`src/rtl/mbx_irq_pkg.sv`:
```
package mbx_irq_pkg;
  typedef enum logic {SIDE_L = 1'b0, SIDE_R = 1'b1} side_e;

  function automatic int unsigned box_of(input side_e s, input int unsigned aw);
    int unsigned top;
    top = (1 << aw) - 1;
    return (s == SIDE_R) ? top : top - 1;
  endfunction
endpackage

```
`src/rtl/mbx_port_decode.sv`:
```
module mbx_port_decode #(
  parameter int ADDR_W   = 12,
  parameter int OWN_BOX  = 4094,
  parameter int PEER_BOX = 4095
) (
  input  logic              sel,
  input  logic              wr,
  input  logic              oe,
  input  logic              busy,
  input  logic [ADDR_W-1:0] addr,
  output logic              ring_peer,
  output logic              ack_own
);
  localparam logic [ADDR_W-1:0] OWN_A  = OWN_BOX[ADDR_W-1:0];
  localparam logic [ADDR_W-1:0] PEER_A = PEER_BOX[ADDR_W-1:0];

  logic granted;
  assign granted   = sel && !busy;
  assign ring_peer = granted && wr && (addr == PEER_A);
  assign ack_own   = granted && !wr && oe && (addr == OWN_A);
endmodule

```
`src/rtl/mbx_flag.sv`:
```
module mbx_flag (
  input  logic clk,
  input  logic rst,
  input  logic set,
  input  logic clr,
  output logic irq_n
);
  always_ff @(posedge clk) begin
    if (rst)      irq_n <= 1'b1;
    else if (set) irq_n <= 1'b0;
    else if (clr) irq_n <= 1'b1;
  end

  p_set_wins_r8: assert property (@(posedge clk) disable iff (rst)
    (set && clr) |=> !irq_n);
endmodule

```
`src/rtl/mbx_irq_top.sv`:
```
module mbx_irq_top
  import mbx_irq_pkg::*;
#(
  parameter int ADDR_W = 12
) (
  input  logic              clk,
  input  logic              rst,
  input  logic              l_sel,
  input  logic              l_wr,
  input  logic              l_oe,
  input  logic [ADDR_W-1:0] l_addr,
  input  logic              l_busy,
  input  logic              r_sel,
  input  logic              r_wr,
  input  logic              r_oe,
  input  logic [ADDR_W-1:0] r_addr,
  input  logic              r_busy,
  output logic              l_irq_n,
  output logic              r_irq_n
);
  localparam int NPORT = 2;
  localparam logic [ADDR_W-1:0] L_BOX = box_of(SIDE_L, ADDR_W);
  localparam logic [ADDR_W-1:0] R_BOX = box_of(SIDE_R, ADDR_W);

  logic              sel_v  [NPORT];
  logic              wr_v   [NPORT];
  logic              oe_v   [NPORT];
  logic              busy_v [NPORT];
  logic [ADDR_W-1:0] addr_v [NPORT];
  logic              ring_v [NPORT];
  logic              ack_v  [NPORT];
  logic              irq_v  [NPORT];

  assign sel_v[0]  = l_sel;  assign sel_v[1]  = r_sel;
  assign wr_v[0]   = l_wr;   assign wr_v[1]   = r_wr;
  assign oe_v[0]   = l_oe;   assign oe_v[1]   = r_oe;
  assign busy_v[0] = l_busy; assign busy_v[1] = r_busy;
  assign addr_v[0] = l_addr; assign addr_v[1] = r_addr;

  for (genvar p = 0; p < NPORT; p++) begin : g_port
    localparam int OWN  = box_of(side_e'(p), ADDR_W);
    localparam int PEER = box_of(side_e'(1 - p), ADDR_W);
    mbx_port_decode #(.ADDR_W(ADDR_W), .OWN_BOX(OWN), .PEER_BOX(PEER)) u_dec (
      .sel(sel_v[p]), .wr(wr_v[p]), .oe(oe_v[p]), .busy(busy_v[p]),
      .addr(addr_v[p]), .ring_peer(ring_v[p]), .ack_own(ack_v[p])
    );
    mbx_flag u_flag (
      .clk(clk), .rst(rst), .set(ring_v[NPORT-1-p]), .clr(ack_v[p]),
      .irq_n(irq_v[p])
    );
  end

  assign l_irq_n = irq_v[0];
  assign r_irq_n = irq_v[1];

  p_reset_idle_r1: assert property (@(posedge clk) rst |=> (l_irq_n && r_irq_n));
  p_ring_right_r2: assert property (@(posedge clk) disable iff (rst)
    (l_sel && l_wr && !l_busy && l_addr == R_BOX) |=> !r_irq_n);
  p_ring_left_r3: assert property (@(posedge clk) disable iff (rst)
    (r_sel && r_wr && !r_busy && r_addr == L_BOX) |=> !l_irq_n);
  p_left_ack_r4: assert property (@(posedge clk) disable iff (rst)
    (l_sel && !l_wr && l_oe && !l_busy && l_addr == L_BOX &&
     !(r_sel && r_wr && !r_busy && r_addr == L_BOX)) |=> l_irq_n);
  p_left_busy_r6: assert property (@(posedge clk) disable iff (rst)
    (r_irq_n && l_busy) |=> r_irq_n);
  p_right_busy_r7: assert property (@(posedge clk) disable iff (rst)
    (!r_irq_n && r_busy) |=> !r_irq_n);
  p_left_idle_r10: assert property (@(posedge clk) disable iff (rst)
    (!r_sel && !l_sel) |=> ($stable(l_irq_n) && $stable(r_irq_n)));
endmodule

```
`config.mk`:
```
export PLATFORM = sky130hd
export DESIGN_NAME = mbx_irq_top
export DESIGN_NICKNAME = d
export VERILOG_FILES = /design/src/rtl/mbx_irq_pkg.sv /design/src/rtl/mbx_port_decode.sv /design/src/rtl/mbx_flag.sv /design/src/rtl/mbx_irq_top.sv
export SDC_FILE = /design/constraint.sdc
export NUM_CORES = 1
export LEC_CHECK = 0
export ABC_AREA = 1
export BUFFER_PORTS_ARGS = -buffer_cell sky130_fd_sc_hd__buf_2
export CORE_AREA = 3 3 40 42
export CTS_CLUSTER_SIZE = 24
export DETAILED_ROUTE_END_ITERATION = 8
export DIE_AREA = 0 0 43 45
export PLACE_DENSITY = 0.54
export SETUP_SLACK_MARGIN = 0.2
export SLEW_MARGIN = 20
export SYNTH_ARGS = -nofsm -noshare
export SYNTH_HDL_FRONTEND = slang
export SYNTH_HIERARCHICAL = 1
export SYNTH_SLANG_ARGS = --single-unit
```
`constraint.sdc`:
```
create_clock -name clk -period 1.9 [get_ports clk]
set_clock_uncertainty 0.05 [all_clocks]
set_input_delay 0.19 -clock clk [delete_from_list [all_inputs] [get_ports clk]]
set_output_delay 0.19 -clock clk [all_outputs]
set_load 0.02 [all_outputs]
```
==> results_dict.tcl <==
set metrics [dict create \
    ys.warnings.count 6 \
    clk_latency_ps 220 \
    clock_path_buffers 2 \
    gr-usage-all-layers_pct 8.070 \
    hpwl_um 692 \
    grt_max_degree 3 \
    post_cts_buffers 0 \
    synthesis.area_um2 242.7 \
    cts_hold_buf 0 \
    nets 128 \
    overflow 0 \
    grt_pass1_vias 318 \
    cts_tree "done" \
    wl_met3_um 137 \
    core_um2 1285 \
    firstDrtPassIters 3 \
    maxSlewViolCount 0 \
    regMostFlops "g_port.u_flag/irq_n" \
    htree_levels 1 \
    route.met2.wl_um 310 \
    cp.arrival_ps 710 \
    top_regs "g_port.u_flag/irq_n x2" \
    tns_ps 0 \
    synth.avg_cell_area_um2 4.495 \
    worst_setup_path_start_kind "flop" \
    synth-seq-cells 2 \
    power_density_nw_per_um2 396.4 \
    finalCriticalPeriod_ps 952.8 \
    root_buffer "clkbuf_4" \
    cts_resized 0 \
    status "completed" \
    core.rowCount 13 \
    vias 408 \
    antenna_found_initial 0 \
    worst-path-buf-inv 1 \
    ys_seq_area_share_pct 16.49 \
    ir_worst_vdd_mv 0.2172 \
    multi_input_area_um2 165.2 \
    numPortBuffers 35 \
    path_delay_family "flip-flops" \
    drcViolationCount 0 \
    layout_setup_ws_ps 947.2 \
    final_common_cell "buf_2" \
    leakage_nw 0.2697 \
    worst_slew_pin_slew_ps 133.0 \
    layout-drive-gt1-share_pct 43.48 \
    avgRoutedWirePerCell_um 7.019 \
    cts_sinks 2 \
    critPathMaxStageDelay_ps 320 \
    required_ps 1660 \
    syn_inst 54 \
    fp.dieW_um 43 \
    hold_viol 0 \
    critPathSlowestCell "dfxtp_1" \
    die_h_um 45 \
    boundaryPins 36 \
    slew_headroom_pct 91.07 \
    gp_congestion 0.6303 \
    drt-total-wl_um 751 \
    dr.first_iter.drc_count 5 \
    postRouteAntennaNets 0 \
    final_cell_mix "buf_2, nand2_1, nor2_1" \
    grt_pass1_wl_um 1117 \
    path_max_fanout 2 \
    end_kind "primary output" \
    report.final.setup_viol 0 \
    wl_met1_um 303 \
    num_antenna_cells 0 \
    finalCritPeriodShare_pct 50.15 \
    pre_cts_slack_ps 930.7 \
    start_util_pct 18.89 \
    topRoutingLayerUsed "met3" \
    max_freq_mhz 1050 \
    hp-class "input port to flop" \
    fillCellCount 155 \
    synth_nets 88 \
    seqCellArea_um2 40.04 \
    largest_reg_flops 2 \
    cts-buffers-inserted 3 \
    rsz0062_at_grt "false" \
    synth_cell_type_count 6 \
    area_delta_synth_final_pct 89.17 \
    die_area_um2 1935 \
    drv_cap 0 \
    vias_per_cell 3.813 \
    crit_chain "buf_2" \
    path_clk_slew_ps 30 \
    crit_type "flop to primary output" \
]
[per-stage QoR]
stage / instances / instance area [um2] / hold slack (ps) / utilization (%) / power, mW
finish: 107 / 459.2 / 113.7 / 35.74 / 0.1820
global route: 107 / 459.2 / 126.4 / 35.74 / 0.2044
CTS: 107 / 459.2 / 102.6 / 35.74 / 0.1895
detailed placement: 104 / 436.7 / 336.2 / 33.98 / 0.09277
global placement: 104 / 436.7 / 333.9 / 33.98 / 0.09199
floorplan: 54 / 242.7 / 231.8 / - / 0.05848
[metal layers]
layer | GRT usage (%) | vias up
met4 | 7.229 | 0
met5 | 0 | -
li1 | - | 232
met1 | 9.375 | 154
met2 | 10.18 | 22
met3 | 4.781 | 0
[area by class of cell]
cell class | count | area share (%)
repair buffers | 35 | 38.15
clock buffers | 3 | 4.905
well taps | 15 | 4.087
inverters | 10 | 8.174
multi-input cells | 42 | 35.97
flip-flops and latches | 2 | 8.719
[cell families (layout without fill, tap and decap cells)]
kind of cell	count (synthesis)	after routing	share of synthesized area, %
compound gates	2	2	4.124
buf+inv	10	48	15.47
flops	2	2	16.50
simple gates	40	40	63.91
[cells in the mapped netlist]
cell | instances | area [um2]
inv_1 | 10 | 37.54
dfxtp_1 | 2 | 40.04
nor2_1 | 12 | 45.04
nor2_2 | 2 | 12.51
o21ai_1 | 2 | 10.01
nand2_1 | 26 | 97.59
[worst paths after layout]
| path | startpoint | end | slack [ps] | cells past startpoint |
|---|---|---|---|---|
| max | g_port[1].u_flag/irq_n | r_irq_n | 950 | 1 |
| max reg2reg | g_port[0].u_flag/irq_n | g_port[0].u_flag/irq_n | 1230 | 2 |
| min | rst | g_port[0].u_flag/irq_n | 110 | 3 |
| min reg2reg | g_port[0].u_flag/irq_n | g_port[0].u_flag/irq_n | 430 | 2 |
[report_power, final]
group | leakage, nW | internal, mW | switching [mW]
Clock | 0.0138 | 0.0693 | 0.0208
Combinational | 0.240 | 0.0304 | 0.0192
Sequential | 0.0162 | 0.0424 | 0.00000121
[worst register-to-register path: cells and delay by family, from the launching register on]
kind	cells	cell delay, ps
AND/OR/NAND/NOR	1	60
flip-flops	1	300
AO/OA/AOI/OAI	1	150
Note: power is estimated with default switching activity, not from simulation.
